[src/rtl/rs44_pkg.sv]
package rs44_pkg;

    localparam int SYM_W   = 8;
    localparam int MAX_PAR = 32;

    typedef logic [SYM_W-1:0] sym_t;

    typedef enum logic [1:0] {
        ST_IDLE  = 2'd0,
        ST_LOAD  = 2'd1,
        ST_DRAIN = 2'd2,
        ST_DONE  = 2'd3
    } enc_state_e;

    // Product of two field elements, shift-and-add with modular reduction.
    function automatic sym_t gf_mul(sym_t a, sym_t b, sym_t red);
        sym_t acc;
        sym_t t;
        acc = '0;
        t   = a;
        for (int i = 0; i < SYM_W; i++) begin
            if (b[i]) acc = acc ^ t;
            t = {t[SYM_W-2:0], 1'b0} ^ (t[SYM_W-1] ? red : '0);
        end
        return acc;
    endfunction

    // Coefficient idx of prod_{i<npar} (x + alpha^i), alpha = 2.
    function automatic sym_t gen_coef(int npar, int idx, sym_t red);
        sym_t g [0:MAX_PAR];
        sym_t root;
        for (int k = 0; k <= MAX_PAR; k++) g[k] = '0;
        g[0] = sym_t'(1);
        root = sym_t'(1);
        for (int i = 0; i < MAX_PAR; i++) begin
            if (i < npar) begin
                for (int j = MAX_PAR; j >= 1; j--) begin
                    g[j] = g[j-1] ^ gf_mul(g[j], root, red);
                end
                g[0] = gf_mul(g[0], root, red);
                root = gf_mul(root, sym_t'(2), red);
            end
        end
        return g[idx];
    endfunction

endpackage

[src/rtl/rs44_gf_cmul.sv]
module rs44_gf_cmul
    import rs44_pkg::*;
#(
    parameter sym_t COEF = 8'h01,
    parameter sym_t RED  = 8'h1D
) (
    input  sym_t x,
    output sym_t y
);

    // Constant operand: the loop collapses to a fixed XOR network.
    always_comb begin
        y = gf_mul(x, COEF, RED);
    end

endmodule

[src/rtl/rs44_parity_lfsr.sv]
module rs44_parity_lfsr
    import rs44_pkg::*;
#(
    parameter int   N_PAR = 12,
    parameter sym_t RED   = 8'h1D
) (
    input  logic clk,
    input  logic rst_n,
    input  logic clear,
    input  logic absorb,
    input  logic shift,
    input  sym_t din,
    output sym_t top_sym
);

    sym_t stage [N_PAR];
    sym_t prod  [N_PAR];
    sym_t fb;

    assign fb      = din ^ stage[N_PAR-1];
    assign top_sym = stage[N_PAR-1];

    for (genvar j = 0; j < N_PAR; j++) begin : g_tap
        localparam sym_t TAP = gen_coef(N_PAR, j, RED);
        rs44_gf_cmul #(.COEF(TAP), .RED(RED)) u_mul (
            .x (fb),
            .y (prod[j])
        );
    end

    for (genvar j = 0; j < N_PAR; j++) begin : g_stage
        if (j == 0) begin : g_first
            always_ff @(posedge clk or negedge rst_n) begin
                if (!rst_n)      stage[0] <= '0;
                else if (clear)  stage[0] <= '0;
                else if (absorb) stage[0] <= prod[0];
                else if (shift)  stage[0] <= '0;
            end
        end else begin : g_rest
            always_ff @(posedge clk or negedge rst_n) begin
                if (!rst_n)      stage[j] <= '0;
                else if (clear)  stage[j] <= '0;
                else if (absorb) stage[j] <= stage[j-1] ^ prod[j];
                else if (shift)  stage[j] <= stage[j-1];
            end
        end
    end

endmodule

[src/rtl/rs44_enc_fsm.sv]
module rs44_enc_fsm
    import rs44_pkg::*;
#(
    parameter int N_DATA = 32,
    parameter int N_PAR  = 12
) (
    input  logic clk,
    input  logic rst_n,
    input  logic start,
    input  logic in_valid,
    input  logic out_ready,
    output logic in_ready,
    output logic out_valid,
    output logic sel_par,
    output logic clear,
    output logic absorb,
    output logic shift,
    output logic done
);

    localparam int CNT_MAX = (N_DATA > N_PAR) ? N_DATA : N_PAR;
    localparam int CNT_W   = $clog2(CNT_MAX + 1);

    enc_state_e       state, state_nx;
    logic [CNT_W-1:0] cnt;
    logic             last_data;
    logic             last_par;

    assign last_data = (cnt == CNT_W'(N_DATA - 1));
    assign last_par  = (cnt == CNT_W'(N_PAR - 1));

    always_comb begin
        state_nx = state;
        unique case (state)
            ST_IDLE:  if (start) state_nx = ST_LOAD;
            ST_LOAD:  if (in_valid && out_ready && last_data) state_nx = ST_DRAIN;
            ST_DRAIN: if (out_ready && last_par) state_nx = ST_DONE;
            ST_DONE:  state_nx = ST_IDLE;
        endcase
    end

    always_ff @(posedge clk or negedge rst_n) begin
        if (!rst_n) state <= ST_IDLE;
        else        state <= state_nx;
    end

    always_ff @(posedge clk or negedge rst_n) begin
        if (!rst_n)                     cnt <= '0;
        else if (state == ST_IDLE)      cnt <= '0;
        else if (absorb)                cnt <= last_data ? '0 : cnt + 1'b1;
        else if (shift)                 cnt <= cnt + 1'b1;
    end

    always_comb begin
        in_ready  = 1'b0;
        out_valid = 1'b0;
        sel_par   = 1'b0;
        clear     = 1'b0;
        absorb    = 1'b0;
        shift     = 1'b0;
        done      = 1'b0;
        unique case (state)
            ST_IDLE: begin
                clear = start;
            end
            ST_LOAD: begin
                in_ready  = out_ready;
                out_valid = in_valid;
                absorb    = in_valid && out_ready;
            end
            ST_DRAIN: begin
                out_valid = 1'b1;
                sel_par   = 1'b1;
                shift     = out_ready;
            end
            ST_DONE: begin
                done = 1'b1;
            end
        endcase
    end

endmodule

[src/rtl/rs44_encoder.sv]
module rs44_encoder
    import rs44_pkg::*;
#(
    parameter int   N_DATA = 32,
    parameter int   N_PAR  = 12,
    parameter sym_t RED    = 8'h1D
) (
    input  logic       clk,
    input  logic       rst_n,
    input  logic       start,
    input  logic       in_valid,
    input  logic [7:0] in_data,
    output logic       in_ready,
    output logic       out_valid,
    output logic [7:0] out_data,
    input  logic       out_ready,
    output logic       done
);

    logic sel_par;
    logic clear;
    logic absorb;
    logic shift;
    sym_t par_top;

    rs44_enc_fsm #(.N_DATA(N_DATA), .N_PAR(N_PAR)) u_fsm (
        .clk       (clk),
        .rst_n     (rst_n),
        .start     (start),
        .in_valid  (in_valid),
        .out_ready (out_ready),
        .in_ready  (in_ready),
        .out_valid (out_valid),
        .sel_par   (sel_par),
        .clear     (clear),
        .absorb    (absorb),
        .shift     (shift),
        .done      (done)
    );

    rs44_parity_lfsr #(.N_PAR(N_PAR), .RED(RED)) u_par (
        .clk     (clk),
        .rst_n   (rst_n),
        .clear   (clear),
        .absorb  (absorb),
        .shift   (shift),
        .din     (in_data),
        .top_sym (par_top)
    );

    assign out_data = sel_par ? par_top : in_data;

endmodule

[config.mk]
export PLATFORM = sky130hd
export DESIGN_NAME = rs44_encoder
export DESIGN_NICKNAME = d
export VERILOG_FILES = /design/src/rtl/rs44_pkg.sv /design/src/rtl/rs44_gf_cmul.sv /design/src/rtl/rs44_parity_lfsr.sv /design/src/rtl/rs44_enc_fsm.sv /design/src/rtl/rs44_encoder.sv
export SDC_FILE = /design/constraint.sdc
export NUM_CORES = 1
export LEC_CHECK = 0
export BUFFER_PORTS_ARGS = -buffer_cell sky130_fd_sc_hd__clkbuf_2
export CORE_MARGIN = 4
export CORE_UTILIZATION = 35
export DETAILED_ROUTE_END_ITERATION = 8
export SLEW_MARGIN = 20
export SYNTH_ARGS = -nofsm -noshare
export SYNTH_HDL_FRONTEND = slang
export SYNTH_HIERARCHICAL = 1
export SYNTH_SLANG_ARGS = --single-unit
[constraint.sdc]
create_clock -name clk -period 4.4 [get_ports clk]
set_clock_uncertainty 0.05 [all_clocks]
set_input_delay 0.88 -clock clk [delete_from_list [all_inputs] [get_ports clk]]
set_output_delay 0.88 -clock clk [all_outputs]
set_load 0.05 [all_outputs]
# Word-level counts from Yosys, hierarchy flattened
# Cells that the tools add are included.
# word_totals
word_cells,135
out_inout_bits,11
register_bits,104
in_bits,13
# classes
eq_ne,8
bitwise_logic,46
n_mux,59
n_reduce_logical,7
addsub,1
# ops
operator,n
$xor 8x8->8,42
$mux 8,37
$mux 5,7
$xor 8x5->8,4
$mux 6,4
$pmux 2 s4,1
$add 6x1->6 const B,1
$eq 6x4->1 const B,1
$eq 6x5->1 const B,1
$mux 1,6
$mux 2,3
$reduce_bool 3->1,2
$eq 2x2->1 const B,2
$ne 2x1->1 const B,2
$logic_and 1x1->1,3
$reduce_and 3->1,1
$eq 2x1->1 const B,1
$logic_not 2->1,1
$ne 2x2->1 const B,1
$pmux 1 s2,1

# Depth between registers and ports, before layout
# Gate-level depths: netlist (run 1).
# logic_depth
depth_word,19
depth_mapped,8
ltp_nobuf,6

# Cells and area by module
# Netlist (run 1), hierarchy kept.
# by_module_without_submodules
module,instances,cells_each,area_each_um2,seq_area_each_um2
rs44_parity_lfsr,1,552,6029.5,2402.3
rs44_enc_fsm,1,58,540.5,200.2
rs44_gf_cmul at u_par.g_tap[6].u_mul,1,19,249.0,0.0
rs44_gf_cmul at u_par.g_tap[2].u_mul,1,15,245.2,0.0
rs44_gf_cmul at u_par.g_tap[1].u_mul,1,12,234.0,0.0
rs44_gf_cmul at u_par.g_tap[10].u_mul,1,15,190.2,0.0
rs44_gf_cmul at u_par.g_tap[0].u_mul,1,14,172.7,0.0
rs44_gf_cmul at u_par.g_tap[8].u_mul,1,12,166.4,0.0
rs44_gf_cmul at u_par.g_tap[7].u_mul,1,17,156.4,0.0
rs44_gf_cmul at u_par.g_tap[3].u_mul,1,14,151.4,0.0
rs44_gf_cmul at u_par.g_tap[4].u_mul,1,15,146.4,0.0
rs44_gf_cmul at u_par.g_tap[11].u_mul,1,14,138.9,0.0
rs44_gf_cmul at u_par.g_tap[5].u_mul,1,14,137.6,0.0
rs44_encoder,1,9,131.4,0.0
rs44_gf_cmul at u_par.g_tap[9].u_mul,1,13,108.9,0.0

# Worst setup path after synthesis (run 1)
# OpenSTA, ideal clock, no wires.
# synth_timing
path_kind,input -> register
start,input port in_data[5]
end,register u_par/stage[44] (netlist name)
path_buffers,0
setup_time_ps,88
path_stages,5
arrival_time_ps,4421
setup_slack_ps,-159
required_ps,4262
path_cell_list,xor2_1 -> xor3_2 -> xnor3_1 -> xnor2_1 -> a211oi_2
# synth_rtl
element,line_no,text
"start, declared",rs44_encoder.sv:12,"input logic [7:0] in_data,"
"end signal, assigned by index",rs44_parity_lfsr.sv:43,else if (absorb) stage[j] <= stage[j-1] ^ prod[j];
"end signal, assigned by index",rs44_parity_lfsr.sv:44,else if (shift) stage[j] <= stage[j-1];
"end, declared",rs44_parity_lfsr.sv:16,sym_t stage [N_PAR];

# Worst setup path in the final report (run 1)
# layout_timing
start,register u_fsm.state[0]
end,output port out_valid
# layout_via
elab_chain_len,2
word_cells_on_any_way,3
cone_classes,2 x eq/ne; 1 x mux
# layout_rtl
element,line_no,text
"start, declared",rs44_enc_fsm.sv:24,"enc_state_e state, state_nx;"
"start signal, assigned",rs44_enc_fsm.sv:44,else state <= state_nx;
$eq 2x2->1 or $eq 2x1->1 (tied branches),rs44_enc_fsm.sv:62,unique case (state)
$pmux 1 s2 (*),rs44_enc_fsm.sv:62,
"end, declared",rs44_encoder.sv:14,"output logic out_valid,"
# Mark *: on every way between the ends. The rest lies on a longest branch, timed or not.

==> results by group, run 1 <==
Timing
  – Slew Limit Headroom: 38.2%
  – Crit share post-route: 72.8%
  – Number of hold-slack violations in the final timing report: 0
  – Worst slew pin tran: 0.927 ns
  – Total negative slack: 0 ns
  – Timing-limited maximum frequency: between 300 and 400 MHz
  – Fin crit period: between 3 and 4 ns
  – Final number of max-transition violations: 0
  – Worst path setup slack after routing: 1.20 ns
  – RSZ-0062 raised after global routing: false
  – Finish-stage setup viols: 0

Clock network
  – CTS Buffer Depth: 2
  – Clock-pin slew on the worst setup and hold paths: approximately 0.070 ns
  – Count of H-tree levels built during CTS: 3
  – Number of hold buffers added after cts: 0
  – Post-cts sizing count: 0
  – Root Buffer: sky130_fd_sc_hd__clkbuf_16
  – Number of CTS-inserted buffers: 9
  – Count of buffers added by post-CTS timing repair for setup: 0
  – Count of clock tree sinks: 104
  – Worst skew pair latency: 0.36 ns
  – TritonCTS clock tree: built

Logic synthesis
  – Library cell occupying the most area in the post-synthesis netlist: sky130_fd_sc_hd__dfrtp_1
  – Syn Std Cell Area: slightly below 0.009 mm^2
  – Cell types occupying the most area after synthesis: sky130_fd_sc_hd__dfrtp_1 (30%), sky130_fd_sc_hd__xnor2_1 (17%), sky130_fd_sc_hd__a211oi_2 (12%)
  – Top FF cell, synth: sky130_fd_sc_hd__dfrtp_1
  – Post-synthesis sequential area ratio: 29.6%
  – Register bit total from synthesis: 104
  – Share of flip-flops with an asynchronous set or reset after synthesis: between 90% and 100%
  – Number of different library cells in the post-synthesis netlist: 49
  – Count of mapped cells out of synthesis: ~800
  – Number of enable flip-flop cells after synthesis: 0
  – Number of warnings printed during yosys synthesis: 6
  – Post-synth top area share: 29.6%
  – Total nets after synthesis: 811
  – Post-synthesis average cell area: approximately 11 um^2

Drt
  – Mean number of vias per cell: 5.06
  – DRC errors left: 0
  – DR iter-0 viols: about 280
  – Total iterations of the first detailed-routing run: 4
  – Number of nets still failing antenna checks after routing: 0
  – Average wire length per cell after detail routing: between 15 and 20 um
  – Post-Route WL: 18400 um
  – Vias: 5629

Cells and area
  – Fillcell total: around 2500
  – Final-stage net count: 802
  – Footprint of the multi-input gates: 0.00592 mm^2
  – Combined flip-flop and latch cell area: around 0.0026 mm^2
  – Number of inserted diodes: 0
  – Ratio of cells with drive above 1 in the final layout: between 20% and 30%
  – Synth-to-Final Area Change: 9.30%

Power and ir drop
  – Power Dens Cells: just over 900 mW/mm^2
  – Static Leak: between 0.003 and 0.004 uW
  – Switching share of power: 43.1%
  – Int Power: 5050 uW
  – Clk pwr share: 10.3%
  – Comb pwr share: a little under three quarters
  – Register share of total power: 17.7%
  – Sw Pwr: 3830 uW
  – Peak supply drop: 338 uV

Worst setup path
  – Maximum net fanout on the critical path: 12
  – Reg2reg path depth: 6
  – CP endpoint kind: primary output
  – Critical path data required time: 3.47 ns
  – Worst setup slack for register-to-register paths: 1.35 ns
  – Arrival time at the worst endpoint: around 2.3 ns
  – Startpoint types: flop
  – WS Path Type: flop to primary output

Min path
  – Min-delay worst type: primary input to asynchronous set/reset pin

Floorplanning
  – Die extent in y: 167 um
  – Die Width: 167 um
  – Number of placed I/O pins: 24
  – Cell Rows: 57
  – CORE AREA: 0.0245 mm^2
  – Overall die area: 0.0277 mm^2
  – Effective utilization at floorplan: 35.9%

Placed design
  – Buffers added on ports: 23
  – Final HPWL DP: 11800 um
  – Final RePlAce weighted congestion: 0.738
  – Worst slack after detailed placement: 1.17 ns

GRT
  – Pin count of the biggest net entering global routing: 119
  – Overall track demand over capacity in global routing: 13.6%
  – GR Overflow Total: 0
  – Vias in the first global route: 5831
  – First-pass GRT wire length: 31400 um
  – Initial antenna violation count: 0

Flow run
  – Count of maximum capacitance violations: 0

Outcome
  – Status: complete, no violations
[metal layers]
metal / global-route usage, % / wire length, um / vias to the layer above
li1: - / - / 2756
met1: 18.9 / 9040 / 2822
met2: 22.4 / 8780 / 38
met3: 2.09 / 318 / 13
met4: 3.49 / 256 / 0
met5: 0 / 0 / -
[cell families after synthesis]
logic type,synth area share (%)
buffers and inverters,4.98
AND/OR/NAND/NOR,10.4
multiplexers,1.54
adder cells (fa/ha/maj),0.711
AO/OA/AOI/OAI,20.7
XOR/XNOR,32.1
flip-flops,29.6
[cell usage after synthesis, types with 2 or more instances]
cell / n
sky130_fd_sc_hd__mux2_4: 9
sky130_fd_sc_hd__xnor3_2: 3
sky130_fd_sc_hd__and2_1: 4
sky130_fd_sc_hd__a211oi_1: 67
sky130_fd_sc_hd__o21ai_0: 12
sky130_fd_sc_hd__clkbuf_1: 25
sky130_fd_sc_hd__dfrtp_1: 104
sky130_fd_sc_hd__nand2_1: 13
sky130_fd_sc_hd__xor3_2: 2
sky130_fd_sc_hd__buf_1: 7
sky130_fd_sc_hd__xor2_1: 41
sky130_fd_sc_hd__buf_8: 4
sky130_fd_sc_hd__ha_1: 5
sky130_fd_sc_hd__buf_2: 12
sky130_fd_sc_hd__buf_6: 6
sky130_fd_sc_hd__xor2_2: 6
sky130_fd_sc_hd__nor2_1: 10
sky130_fd_sc_hd__xor3_1: 7
sky130_fd_sc_hd__nand3_1: 8
sky130_fd_sc_hd__xnor3_1: 22
sky130_fd_sc_hd__buf_4: 11
sky130_fd_sc_hd__a31oi_1: 10
sky130_fd_sc_hd__nor3b_1: 7
sky130_fd_sc_hd__xnor2_2: 3
sky130_fd_sc_hd__a21oi_1: 14
sky130_fd_sc_hd__nand3b_1: 10
sky130_fd_sc_hd__a32oi_1: 2
sky130_fd_sc_hd__inv_1: 6
sky130_fd_sc_hd__a211oi_2: 85
sky130_fd_sc_hd__xnor2_1: 169
sky130_fd_sc_hd__and3_1: 3
sky130_fd_sc_hd__nor2b_1: 89
[worst max-delay path: stages (launching register included)]
cell,delay (ns)
sky130_fd_sc_hd__dfrtp_1,0.41
sky130_fd_sc_hd__inv_1,0.12
sky130_fd_sc_hd__ha_1,0.66
sky130_fd_sc_hd__a21o_1,0.29
sky130_fd_sc_hd__and2_1,0.16
sky130_fd_sc_hd__clkbuf_2,0.27
[state kept, by name, summed over array words and instances (netlist names)]
name and count:
u_par/stage 88, u_par/top_sym 8, u_fsm/cnt 6, u_fsm/state 2
[through the flow]
| stage | cell area [um^2] | power (uW) | hold slack, ns | util [%] | instances |
|---|---|---|---|---|---|
| finish | 9620 | 8870 | 0.480 | 39.2 | 1113 |
| detailed placement | 9280 | 8030 | 0.482 | 37.8 | 1097 |
| floorplan | 8810 | 7130 | 0.448 | - | 793 |
| CTS | 9620 | 9000 | 0.496 | 39.2 | 1113 |
| global placement | 9280 | 7980 | 0.478 | 37.8 | 1097 |
| global route | 9620 | 9540 | 0.517 | 39.2 | 1113 |
[cells in the final DEF, fill, tap and decap left out, types with 12 or more instances in the layout]
master and count:
sky130_fd_sc_hd__a211oi_1 67, sky130_fd_sc_hd__a211oi_2 85, sky130_fd_sc_hd__a21oi_1 14, sky130_fd_sc_hd__buf_4 22, sky130_fd_sc_hd__clkbuf_2 22, sky130_fd_sc_hd__dfrtp_1 104, sky130_fd_sc_hd__nand2_1 13, sky130_fd_sc_hd__nor2b_1 89
sky130_fd_sc_hd__o21ai_0 12, sky130_fd_sc_hd__xnor2_1 169, sky130_fd_sc_hd__xnor3_1 22, sky130_fd_sc_hd__xor2_1 33
[path summary, 6_finish.rpt]
kind / start / to
max in group asynchronous: rst_n / u_par/stage[29]
min: rst_n / u_par/stage[88]
max: u_fsm/state[0] / out_valid
max reg2reg: u_fsm/state[0] / u_par/stage[71]
min reg2reg: u_par/stage[23] / u_par/stage[23]
min in group clk: u_par/stage[23] / u_par/stage[23]
[power by group through the flow]
stage	clock network, uW	registers, uW	logic [uW]
3_5_place_dp	0	1590	6430
5_1_grt	981	1620	6940
6_report	914	1570	6390
4_1_cts	950	1580	6470
3_3_place_gp	0	1580	6400
2_1_floorplan	0	1480	5650
[final cells by class]
type	count	share of cell area (%)
Sequential cell	104	27.1
Inverter	6	0.234
Timing Repair Buffer	47	3.49
Clock inverter	4	0.794
Multi-Input combinational cell	616	61.5
Tap cell	324	4.22
Clock buffer	12	2.67
(Power assumes the default switching activity.)
==> inputs of run 2 (changes only) <==
==> constraint.sdc (replaced) <==
create_clock -name clk -period 3 [get_ports clk]
set_clock_uncertainty 0.05 [all_clocks]
set_input_delay 0.6 -clock clk [delete_from_list [all_inputs] [get_ports clk]]
set_output_delay 0.6 -clock clk [all_outputs]
set_load 0.05 [all_outputs]
==> run 2 against run 1 <==
Effect of this change: setup slack worse by 0.76 ns; via count is 1.0% higher; sequential cell count stayed put; global-route usage is 0.57 points higher; sequential power is 46% higher; hold slack worse by 0.34 ns; cell area is 2.7% higher; clock power is 51% higher; utilization is 1.1 points higher.
==> results by group, run 2 (synthesized netlist as in run 1, its figures left out) <==
Cells and area
  – Final-stage net count: 817
  – Ratio of cells with drive above 1 in the final layout: 25.0%
  – Combined flip-flop and latch cell area: 0.00260 mm^2
  – Final cell area excluding filler cells: between 0.009 and 0.01 mm^2
  – Fillcell total: roughly 2400
  – Commonest cells after routing, fill and taps aside: sky130_fd_sc_hd__xnor2_1 (169), sky130_fd_sc_hd__dfrtp_1 (104), sky130_fd_sc_hd__nor2b_1 (89)
  – Leading cell type in the layout, fill and taps excluded: sky130_fd_sc_hd__xnor2_1
  – Register bank with the most flops: u_par/stage
  – Footprint of the multi-input gates: 0.00592 mm^2
  – Synth-to-Final Area Change: 12.2%
  – Number of inserted diodes: 0
  – Flip-flop count of the largest register, all copies and words added: 88

GRT
  – Overall track demand over capacity in global routing: 14.2%
  – Pin count of the biggest net entering global routing: 108
  – First-pass GRT wire length: 32300 um
  – GR Overflow Total: 0
  – Initial antenna violation count: 0
  – Vias in the first global route: 5752

Outcome
  – Status: complete, no violations

Clock network
  – Count of buffers added by post-CTS timing repair for setup: 0
  – Clock-pin slew on the worst setup and hold paths: 0.07 ns
  – TritonCTS clock tree: built
  – Post-cts sizing count: 0
  – Number of hold buffers added after cts: 0
  – CTS Buffer Depth: 2
  – Count of clock tree sinks: 104
  – Count of H-tree levels built during CTS: 3
  – Worst skew pair latency: 0.36 ns
  – Root Buffer: sky130_fd_sc_hd__clkbuf_16
  – Number of CTS-inserted buffers: 9

Timing
  – RSZ-0062 raised after global routing: false
  – Finish-stage setup viols: 0
  – Fin crit period: about 2.6 ns
  – Timing-limited maximum frequency: 391 MHz
  – Crit share post-route: 85.3%
  – Total negative slack: 0 ns
  – Slew Limit Headroom: 58.6%
  – Number of hold-slack violations in the final timing report: 0
  – Final number of max-transition violations: 0
  – Worst slew pin tran: 0.620 ns

Power and ir drop
  – Register share of total power: 17.2%
  – Peak supply drop: 549 uV
  – Total Power Consumption: 13400 uW
  – Clk pwr share: 10.3%
  – Sw Pwr: between 5000 and 6000 uW
  – Static Leak: ~0.0038 uW
  – Power Dens Cells: 1360 mW/mm^2
  – Int Power: 7600 uW
  – Switching share of power: between 40% and 50%
  – Comb pwr share: 72.5%

Floorplanning
  – Cell Rows: 57
  – Die extent in y: around 170 um
  – Overall die area: 0.0277 mm^2
  – CORE AREA: 0.0245 mm^2
  – Die Width: 167 um
  – Effective utilization at floorplan: 35.9%
  – Number of placed I/O pins: 24

Placed design
  – Final HPWL DP: 12900 um
  – Buffers added on ports: 23
  – Final RePlAce weighted congestion: 0.767
  – Placed cell areas: 0.00953 mm^2

Worst setup path
  – Critical path's top delay family: buffers and inverters
  – CP Cell Sequence: inv_1 > ha_1 > buf_4 > mux2_4 > clkbuf_2
  – CP endpoint kind: primary output
  – Endpoint of the most critical register-to-register path: u_par/stage[30]
  – Startpoint types: flop
  – Standard cell with the maximum stage delay on the critical path: sky130_fd_sc_hd__dfrtp_1
  – Critical Path Sink: out_data[2]
  – WS Path Type: flop to primary output
  – Number of stages on the worst setup path: 5
  – Maximum net fanout on the critical path: 9
  – Arrival time at the worst endpoint: 1.91 ns
  – Reg-to-reg startpoint: u_par/top_sym[0]
  – Worst setup slack for register-to-register paths: 0.61 ns
  – Critical path data required time: around 2.4 ns
  – Longest individual stage delay on the worst path: roughly 0.40 ns
  – Buffer and inverter count on the worst path: 3
  – Worst setup path startpoint: u_fsm/state[0]
  – Reg2reg path depth: 6

Drt
  – Mean number of vias per cell: 5.04
  – Number of nets still failing antenna checks after routing: 0
  – Post-Route WL: 19100 um
  – Total iterations of the first detailed-routing run: 4
  – Vias: ~5700
  – Average wire length per cell after detail routing: 16.9 um
  – DR iter-0 viols: 384
  – DRC errors left: 0

Flow run
  – Count of maximum capacitance violations: 0

Min path
  – Min-delay worst type: primary input to asynchronous set/reset pin
-- run 2: cell types whose count changed in the layout (fill, tap and decap cells not counted) --
cell	previous run	this run
sky130_fd_sc_hd__buf_12	3	14
sky130_fd_sc_hd__buf_4	22	26
sky130_fd_sc_hd__clkbuf_1	1	0
sky130_fd_sc_hd__clkbuf_8	2	3
sky130_fd_sc_hd__clkinv_4	1	0
sky130_fd_sc_hd__clkinvlp_4	1	2
-- run 2: layout make-up --
| cell class | instances | share of cell area [%] |
|---|---|---|
| clock buffers | 12 | 2.70 |
| clock inverters | 4 | 0.760 |
| inverters | 6 | 0.228 |
| multi-input cells | 616 | 59.9 |
| flip-flops and latches | 104 | 26.4 |
| well taps | 324 | 4.10 |
| repair buffers | 62 | 5.93 |
-- run 2: per-layer routing --
metal | global-route usage, % | routed length [um]
met4 | 3.84 | 255
met3 | 2.23 | 448
met1 | 20.7 | 9640
met2 | 22.0 | 8750
met5 | 0 | 0
-- run 2: worst min path at each step --
stage                         start         endpoint  slack (ns)  depth (start not counted)
floorplan                     rst_n     u_fsm/cnt[0]        0.25                          0
global placement    u_par/stage[95]  u_par/stage[95]        0.48                          2
detailed placement  u_par/stage[79]  u_par/stage[79]        0.49                          2
CTS                           rst_n     u_fsm/cnt[1]        0.15                          1
global route                  rst_n  u_par/stage[91]        0.17                          1
finish                        rst_n  u_par/stage[91]        0.14                          1
-- run 2: stage by stage --
stage	setup WS, ns	utilization [%]	hold WS (ns)	cells
CTS	0.420	40.3	0.145	1128
floorplan	0.0410	-	0.254	793
detailed placement	0.336	38.9	0.492	1112
global placement	0.387	38.9	0.478	1112
global route	0.352	40.3	0.171	1128
finish	0.440	40.3	0.137	1128
-- run 2: power groups by stage --
stage	Combinational [uW]	Clock, uW	Sequential [uW]
after detailed placement	9750	0	2330
after global placement	9680	0	2310
after floorplan	8240	0	2200
after global routing	10500	1470	2380
after CTS	9820	1410	2310
final	9700	1380	2300
==> inputs of run 3 (changes only) <==
--- a/config.mk
+++ b/config.mk
@@ -6,9 +6,11 @@
 export NUM_CORES = 1
 export LEC_CHECK = 0
 export BUFFER_PORTS_ARGS = -buffer_cell sky130_fd_sc_hd__clkbuf_2
+export CORE_ASPECT_RATIO = 2
 export CORE_MARGIN = 4
-export CORE_UTILIZATION = 35
+export CORE_UTILIZATION = 55
 export DETAILED_ROUTE_END_ITERATION = 8
+export PLACE_DENSITY = 0.72
 export SLEW_MARGIN = 20
 export SYNTH_ARGS = -nofsm -noshare
 export SYNTH_HDL_FRONTEND = slang
==> run 3 against run 2 <==
Effect of this change: cell area decreased by 2.3%; clock-buffer cell count is 1 lower; via count increased by 4.9%; die area decreased by 34%; critical endpoint is now out_data[7]; largest cell class unchanged; highest routed layer unchanged.
==> results by group, run 3 (synthesized netlist as in run 1, its figures left out) <==
Floorplanning
  – CORE AREA: around 0.016 mm^2
  – Cell Rows: 65
  – Die extent in y: 187 um
  – Overall die area: ~0.018 mm^2
  – Die Width: roughly 97 um
  – Effective utilization at floorplan: 55.8%
  – Number of placed I/O pins: 24

Drt
  – Post-Route WL: ~20000 um
  – Total iterations of the first detailed-routing run: 4
  – DR iter-0 viols: 326
  – Vias: 5967
  – Mean number of vias per cell: 5.97
  – Average wire length per cell after detail routing: slightly above 20 um
  – Number of nets still failing antenna checks after routing: 0
  – DRC errors left: 0

Outcome
  – Status: complete, no violations

GRT
  – GR Overflow Total: 0
  – Initial antenna violation count: 0
  – Overall track demand over capacity in global routing: 23.1%
  – Vias in the first global route: 6443
  – Pin count of the biggest net entering global routing: 97
  – First-pass GRT wire length: 33800 um

Timing
  – Slew Limit Headroom: 53.1%
  – Fin crit period: 2.83 ns
  – Total negative slack: 0 ns
  – Number of hold-slack violations in the final timing report: 0
  – Final worst hold slack: ~0.24 ns
  – RSZ-0062 raised after global routing: false
  – Crit share post-route: around 94%
  – Final number of max-transition violations: 0
  – Worst slew pin tran: between 0.7 and 0.8 ns
  – Finish-stage setup viols: 0
  – Timing-limited maximum frequency: 354 MHz

Worst setup path
  – CP endpoint kind: primary output
  – Maximum net fanout on the critical path: 7
  – Worst setup path startpoint: u_fsm/state[0]
  – WS Path Type: flop to primary output
  – Arrival time at the worst endpoint: between 2 and 2.5 ns
  – Reg-to-reg startpoint: u_par/top_sym[1]
  – Startpoint types: flop
  – Critical path data required time: between 2 and 2.5 ns

Min path
  – Min-delay worst type: primary input to asynchronous set/reset pin

Clock network
  – Count of H-tree levels built during CTS: 3
  – Count of buffers added by post-CTS timing repair for setup: 0
  – Count of clock tree sinks: 104
  – Clock-pin slew on the worst setup and hold paths: ~0.07 ns
  – Worst skew pair latency: about 0.35 ns
  – CTS Buffer Depth: 2
  – Number of CTS-inserted buffers: 9
  – TritonCTS clock tree: built
  – Number of hold buffers added after cts: 0
  – Post-cts sizing count: 0
  – Root Buffer: sky130_fd_sc_hd__clkbuf_16

Cells and area
  – Commonest cells after routing, fill and taps aside: sky130_fd_sc_hd__xnor2_1 (169), sky130_fd_sc_hd__dfrtp_1 (104), sky130_fd_sc_hd__nor2b_1 (89)
  – Non-filler cells, final: 999
  – Leading cell type in the layout, fill and taps excluded: sky130_fd_sc_hd__xnor2_1
  – Register bank with the most flops: u_par/stage
  – Synth-to-Final Area Change: 9.63%
  – Ratio of cells with drive above 1 in the final layout: 24.3%
  – Number of inserted diodes: 0
  – Final core utilization: 61.1%
  – Flip-flop count of the largest register, all copies and words added: 88
  – Final-stage net count: 811

Placed design
  – Final RePlAce weighted congestion: roughly 0.8
  – Number of placed instances, taps included: 983
  – Final HPWL DP: 13800 um
  – Buffers added on ports: 23

Power and ir drop
  – Peak supply drop: roughly 800 uV
  – Total Power Consumption: approximately 13000 uW
  – Static Leak: 0.00379 uW
  – Power Dens Cells: 1390 mW/mm^2

Flow run
  – Count of maximum capacitance violations: 0
-- run 3: through the flow --
stage,cell area (um^2),worst slack [ns]
after global routing,9650,0.164
final,9650,0.172
after global placement,9320,0.382
after detailed placement,9320,0.308
after CTS,9650,0.196
after floorplan,8940,0.0410
-- run 3: area by class of cell --
type,count,area (um^2)
fill,1345,6130
clock buffer,11,243
tap,201,251
clock inverter,5,80.1
inverter,6,22.5
multi-input combinational,616,5920
sequential,104,2600
timing repair buffer,56,528
-- run 3: worst max-delay path, stage by stage, from the launching register on --
cell	delay (ns)
sky130_fd_sc_hd__dfrtp_1	0.41
sky130_fd_sc_hd__inv_1	0.11
sky130_fd_sc_hd__ha_1	0.47
sky130_fd_sc_hd__buf_4	0.28
sky130_fd_sc_hd__mux2_4	0.31
sky130_fd_sc_hd__clkbuf_2	0.24
-- run 3: report_power, final --
group / internal [uW] / switching [uW] / total, uW
sequential: 1850 / 491 / 2340
clock: 754 / 551 / 1310
combinational: 4920 / 4860 / 9780
-- run 3: worst paths after layout --
path / to / slack [ns] / cells after the start
setup / recovery: out_data[7] / 0.17 / 5
setup reg to reg: u_par/stage[26] / 0.57 / 6
min in group clk: u_par/stage[47] / 0.51 / 2
hold / removal: u_par/top_sym[5] / 0.24 / 1
max in group asynchronous: u_par/stage[52] / 1.98 / 2
hold reg to reg: u_par/stage[47] / 0.51 / 2
-- run 3: per-layer routing --
layer | wire length, um | vias to the layer above | global-route usage, %
met1 | 7610 | 3047 | 25.9
met3 | 474 | 43 | 2.46
met4 | 843 | 0 | 11.0
met2 | 11500 | 100 | 42.9
li1 | - | 2777 | -
met5 | 0 | - | 0
